--- config.mk ---
export PLATFORM = sky130hd
export DESIGN_NAME = step_sqrt
export DESIGN_NICKNAME = d
export VERILOG_FILES = /design/src/rtl/step_sqrt_pkg.sv /design/src/rtl/step_sqrt_stage.sv /design/src/rtl/step_sqrt_ctrl.sv /design/src/rtl/step_sqrt.sv
export SDC_FILE = /design/constraint.sdc
export NUM_CORES = 1
export LEC_CHECK = 0
export ABC_AREA = 0
export BUFFER_PORTS_ARGS = -buffer_cell sky130_fd_sc_hd__buf_2
export CORE_MARGIN = 5
export CORE_UTILIZATION = 58
export CTS_BUF_LIST = sky130_fd_sc_hd__clkbuf_16
export CTS_CLUSTER_SIZE = 14
export DETAILED_ROUTE_END_ITERATION = 6
export GPL_ROUTABILITY_DRIVEN = 0
export GPL_TIMING_DRIVEN = 0
export PLACE_DENSITY_LB_ADDON = 0.15
export SYNTH_ARGS = -nofsm -noshare
export SYNTH_HDL_FRONTEND = slang
export SYNTH_HIERARCHICAL = 1
export SYNTH_SLANG_ARGS = --single-unit
--- constraint.sdc ---
create_clock -name clk_i -period 3.3 [get_ports clk_i]
set_input_delay 0.825 -clock clk_i [delete_from_list [all_inputs] [get_ports clk_i]]
set_output_delay 0.825 -clock clk_i [all_outputs]
set_load 0.05 [all_outputs]
--- src/rtl/step_sqrt_pkg.sv ---
package step_sqrt_pkg;
  localparam int unsigned ROOT_W_DEF  = 16;
  localparam int unsigned LATENCY_DEF = 25;
endpackage

--- src/rtl/step_sqrt_stage.sv ---
// One restoring step: bring in a bit pair, try subtracting 4p+1.
module step_sqrt_stage #(
  parameter int unsigned ROOT_W = 16,
  localparam int unsigned ACC_W = ROOT_W + 2,
  localparam int unsigned EXT_W = ACC_W + 2
) (
  input  logic [ACC_W-1:0]  acc_i,
  input  logic [1:0]        pair_i,
  input  logic [ROOT_W-1:0] root_i,
  output logic [ACC_W-1:0]  acc_o,
  output logic [ROOT_W-1:0] root_o
);
  logic [EXT_W-1:0] acc_sh, trial, diff;
  logic             fits;

  always_comb begin
    acc_sh = {acc_i, pair_i};
    trial  = {2'b00, root_i, 2'b01};  // twice the root, trial bit OR'd below
    fits   = acc_sh >= trial;
    diff   = acc_sh - trial;
    acc_o  = ACC_W'(fits ? diff : acc_sh);
    root_o = {root_i[ROOT_W-2:0], fits};
  end
endmodule

--- src/rtl/step_sqrt_ctrl.sv ---
module step_sqrt_ctrl #(
  parameter int unsigned ROOT_W  = 16,
  parameter int unsigned LATENCY = 25,
  localparam int unsigned CNT_W  = $clog2(LATENCY)
) (
  input  logic clk_i,
  input  logic rst_ni,
  input  logic start_i,
  output logic load_o,
  output logic step_o,
  output logic busy_o,
  output logic done_o
);
  logic [CNT_W-1:0]  cnt_q;
  logic [ROOT_W-1:0] tbit_q;
  logic              last;

  assign last   = cnt_q == CNT_W'(LATENCY - 1);
  assign load_o = start_i && !busy_o;
  assign step_o = busy_o && (tbit_q != '0);

  always_ff @(posedge clk_i or negedge rst_ni) begin
    if (!rst_ni) begin
      cnt_q  <= '0;
      tbit_q <= '0;
      busy_o <= 1'b0;
      done_o <= 1'b0;
    end else begin
      done_o <= busy_o && last;
      if (load_o) begin
        busy_o <= 1'b1;
        cnt_q  <= '0;
        tbit_q <= {1'b1, {(ROOT_W-1){1'b0}}};
      end else if (busy_o) begin
        tbit_q <= tbit_q >> 1;
        if (last) busy_o <= 1'b0;
        else      cnt_q  <= cnt_q + 1'b1;
      end
    end
  end

  assert_cnt_range_R2: assert property (@(posedge clk_i) disable iff (!rst_ni)
    busy_o |-> cnt_q <= CNT_W'(LATENCY - 1));
  assert_no_restart_R6: assert property (@(posedge clk_i) disable iff (!rst_ni)
    (busy_o && !last) |=> (busy_o && cnt_q == $past(cnt_q) + 1'b1));
  assert_done_pulse_R3: assert property (@(posedge clk_i) disable iff (!rst_ni)
    done_o |=> !done_o);
  assert_done_after_busy_R3: assert property (@(posedge clk_i) disable iff (!rst_ni)
    done_o |-> (!busy_o && $past(busy_o)));
  assert_tbit_onehot_R2: assert property (@(posedge clk_i) disable iff (!rst_ni)
    $onehot0(tbit_q));
endmodule

--- src/rtl/step_sqrt.sv ---
module step_sqrt
  import step_sqrt_pkg::*;
#(
  parameter int unsigned ROOT_W  = ROOT_W_DEF,
  parameter int unsigned LATENCY = LATENCY_DEF,
  localparam int unsigned ARG_W  = 2 * ROOT_W,
  localparam int unsigned ACC_W  = ROOT_W + 2
) (
  input  logic              clk_i,
  input  logic              rst_ni,
  input  logic              start_i,
  input  logic [ROOT_W-1:0] arg_hi_i,
  input  logic [ROOT_W-1:0] arg_lo_i,
  output logic              busy_o,
  output logic              done_o,
  output logic [ROOT_W-1:0] root_o,
  output logic [ACC_W-1:0]  rem_o
);
  logic              load, step;
  logic [ARG_W-1:0]  arg_q;
  logic [ACC_W-1:0]  acc_q, acc_nxt;
  logic [ROOT_W-1:0] root_q, root_nxt;

  step_sqrt_ctrl #(.ROOT_W(ROOT_W), .LATENCY(LATENCY)) i_ctrl (
    .clk_i, .rst_ni, .start_i,
    .load_o(load), .step_o(step), .busy_o, .done_o
  );

  step_sqrt_stage #(.ROOT_W(ROOT_W)) i_stage (
    .acc_i(acc_q), .pair_i(arg_q[ARG_W-1 -: 2]), .root_i(root_q),
    .acc_o(acc_nxt), .root_o(root_nxt)
  );

  always_ff @(posedge clk_i or negedge rst_ni) begin
    if (!rst_ni) begin
      arg_q  <= '0;
      acc_q  <= '0;
      root_q <= '0;
    end else if (load) begin
      arg_q  <= {arg_hi_i, arg_lo_i};
      acc_q  <= '0;
      root_q <= '0;
    end else if (step) begin
      arg_q  <= arg_q << 2;
      acc_q  <= acc_nxt;
      root_q <= root_nxt;
    end
  end

  assign root_o = root_q;
  assign rem_o  = acc_q;

  assert_rem_bound_R5: assert property (@(posedge clk_i) disable iff (!rst_ni)
    done_o |-> ({1'b0, rem_o} <= {root_o, 1'b0} + 19'(0)));
  assert_hold_R7: assert property (@(posedge clk_i) disable iff (!rst_ni)
    (done_o && !start_i) |=> ($stable(root_o) && $stable(rem_o)));
endmodule

==> results_dict.tcl <==
set metrics [dict create \
    grtUsageTotal 0.223 \
    rrSetupSlack_ns 0.36 \
    max_slew_margin 0.599 \
    drv_cap 0 \
    synth_top_cell_area_share 0.416 \
    core_area_mm2 0.00911 \
    synth.net_count 607 \
    die_area_mm2 0.0112 \
    diodes 0 \
    die_h_um 106 \
    ios 71 \
    grt_setup_unrepaired "false" \
    clkLatencyLatePin_ns 0.33 \
    cts_root_buf "clkbuf_16" \
    fillers 790 \
    end_kind "flop" \
    cp_common_cell "a21oi_2" \
    crit_slowest_cell "nor3_4" \
    drv_slew 0 \
    worstPathCellList "ha_1 -> buf_6 -> a21oi_2 -> o21ai_1 -> a21oi_2 -> a211oi_2 -> nor3_4 -> buf_12 -> mux2_4 -> mux2i_1 -> nor2_1" \
    syn_area_mm2 0.00535 \
    multi_input_area_mm2 0.00262 \
    grt_first_pass_wirelength_um 20500 \
    totalWireLength_um 11800 \
    gr-usage-met2 0.400 \
    synth.largest_area_cell "dfrtp_1" \
    clockBufferDepth 2 \
    worstSetupPathType "reg2reg" \
    hold_viol_final 0 \
    die_w_um 106 \
    fin_tns_setup_ns 0 \
    cts_made_buffers 9 \
    busiest_layer "met2" \
    outcome "finished, final reports clean" \
    setup_viol 0 \
    postRouteAntennaNets 0 \
    start_util 0.587 \
    async_reset_ff_frac 1.00 \
    cts_hold_buffers 0 \
    path_max_fanout 10 \
    cts_tree "done" \
    required_ns 3.50 \
    start_kind "flop" \
    fin_util 0.673 \
    ys_seq_area_frac 0.416 \
    post-route-min-period_ns 2.94 \
    cts_setup_buffers 0 \
    wl_per_cell_um 15.7 \
    met3_usage 0.0346 \
    regArea_mm2 0.00223 \
    drive_above_1_share 0.243 \
    syn_area_per_cell_um2 9.69 \
    clk_pin_slew_worst_paths_ns 0.07 \
    drc 0 \
    finClkSkew_ns 0.00862 \
    dr_total_vias 4154 \
    drtIter0Drc 121 \
    area_growth_pct 14.7 \
    finalNonFillerCells 749 \
    postPlaceCellArea_mm2 0.00586 \
    std_cell_rows 35 \
    ys_types 50 \
    cts_resized 0 \
    cp_data_arrival_time_ns 3.13 \
    r2r-start "rem_o[3]" \
    portBuffers 69 \
    avgViaCountPerCell 5.55 \
    max_freq_mhz 341 \
    syn-instance-count 552 \
    antenna_found_initial 0 \
    max_stage_delay_ns 0.54 \
    ys_seq_elements 89 \
    layout.nets 688 \
    drt_first_pass_iters 5 \
    final_cell_area_mm2 0.00613 \
    use_met1 0.273 \
    hold_class "in2async" \
    grt_start_max_net_pins 47 \
    period_share 0.890 \
    r2r_cells 11 \
    r2r_end "rem_o[11]" \
    synth_area_leaders "dfrtp_1 42%, mux2i_1 13%, nand2_1 5.4%" \
    dpl.hpwl_um 8570 \
    synth_edf_count 0 \
    synth_warnings 6 \
    worstMarginPinSlew_ns 0.587 \
    synth-main-ff-cell "dfrtp_1" \
    h-tree-depth 3 \
    overflow 0 \
    clock-sinks 89 \
    dp.cells 733 \
    grt_pass1_vias 4395 \
]
## cell type report
| type | count | share of cell area |
|---|---|---|
| inverter | 28 | 0.0171 |
| sequential | 89 | 0.363 |
| timing repair buffer | 70 | 0.0612 |
| clock inverter | 7 | 0.00755 |
| buffer | 51 | 0.0647 |
| multi-input combinational | 384 | 0.427 |
| tap | 111 | 0.0226 |
| clock buffer | 9 | 0.0367 |
## stage by stage
step / hold slack [ns] / setup slack [ns]
after global routing: 0.523 / 0.105
after detailed placement: 0.511 / 0.381
final: 0.494 / 0.365
after CTS: 0.502 / 0.345
after floorplan: 0.478 / 0.420
after global placement: 0.496 / 0.405
## cells by family (layout without fill, tap and decap cells)
| logic type | after synthesis | count (layout) | synth area share |
|---|---|---|---|
| multiplexers | 85 | 85 | 0.168 |
| buffers and inverters | 79 | 165 | 0.0938 |
| AO/OA/AOI/OAI | 103 | 103 | 0.119 |
| XOR/XNOR | 15 | 15 | 0.0246 |
| flip-flops | 89 | 89 | 0.416 |
| adder cells (fa/ha/maj) | 20 | 20 | 0.0468 |
| AND/OR/NAND/NOR | 161 | 161 | 0.132 |
## sequential cells by signal, summed over array words and instances (netlist names)
signal	count
rem_o	18
i_ctrl/cnt_q	5
arg_q	32
i_ctrl/done_o	1
i_ctrl/tbit_q	16
i_ctrl/busy_o	1
root_o	16
## layer usage
| layer | share of wire | routed length, um | up-vias |
|---|---|---|---|
| met5 | 0 | 0 | - |
| li1 | - | - | 2025 |
| met2 | 0.52 | 6110 | 93 |
| met3 | 0.040 | 466 | 21 |
| met4 | 0.019 | 220 | 0 |
| met1 | 0.42 | 4990 | 2015 |
## synth_stat cells (2+ instances only)
master,number
nand2b_1,4
a2111oi_0,3
buf_8,2
nor3_1,3
buf_2,10
ha_1,20
buf_4,18
and3_1,3
o22ai_1,2
inv_1,27
buf_6,7
nand4_1,4
nor4_1,4
xnor2_1,8
o21ai_2,2
buf_12,3
a211oi_2,2
nand3_1,11
mux2_2,9
mux2_4,7
dfrtp_1,89
mux2i_1,69
a21oi_2,4
o21ai_0,37
o21a_1,3
a21o_1,2
a21oi_1,12
nor2_1,48
clkbuf_1,10
a211oi_1,2
nor2b_1,4
nand2_1,77
xor2_1,7
o21ai_1,23
## critical path: cells and delay by family (launching register included)
family	cells	cell delay [ns]
AOI/OAI and AO/OA	4	0.65
adders and majority gates	1	0.32
buffers and inverters	2	0.37
DFF	1	0.43
muxes	2	0.44
and+or+nand+nor	2	0.59
## worst max path at each step
stage,to,start,slack (ns)
2_1_floorplan,rem_o[10],root_o[11],0.42
3_3_place_gp,rem_o[14],rem_o[3],0.41
3_5_place_dp,rem_o[11],rem_o[3],0.38
4_1_cts,rem_o[11],rem_o[3],0.34
5_1_grt,rem_o[12],root_o[12],0.10
6_report,rem_o[11],rem_o[3],0.36
## cell usage in the layout (no fill, tap or decap), types with 10 or more instances in the layout
master    instances
a21oi_1          12
buf_2            78
buf_4            19
clkbuf_1         10
dfrtp_1          89
ha_1             20
inv_1            28
mux2i_1          69
nand2_1          77
nand3_1          11
nor2_1           48
o21ai_0          37
o21ai_1          23
Power is left out: the tool's default activity adds up to more than one toggle a clock period on the data nets, which glitch-free logic cannot reach.
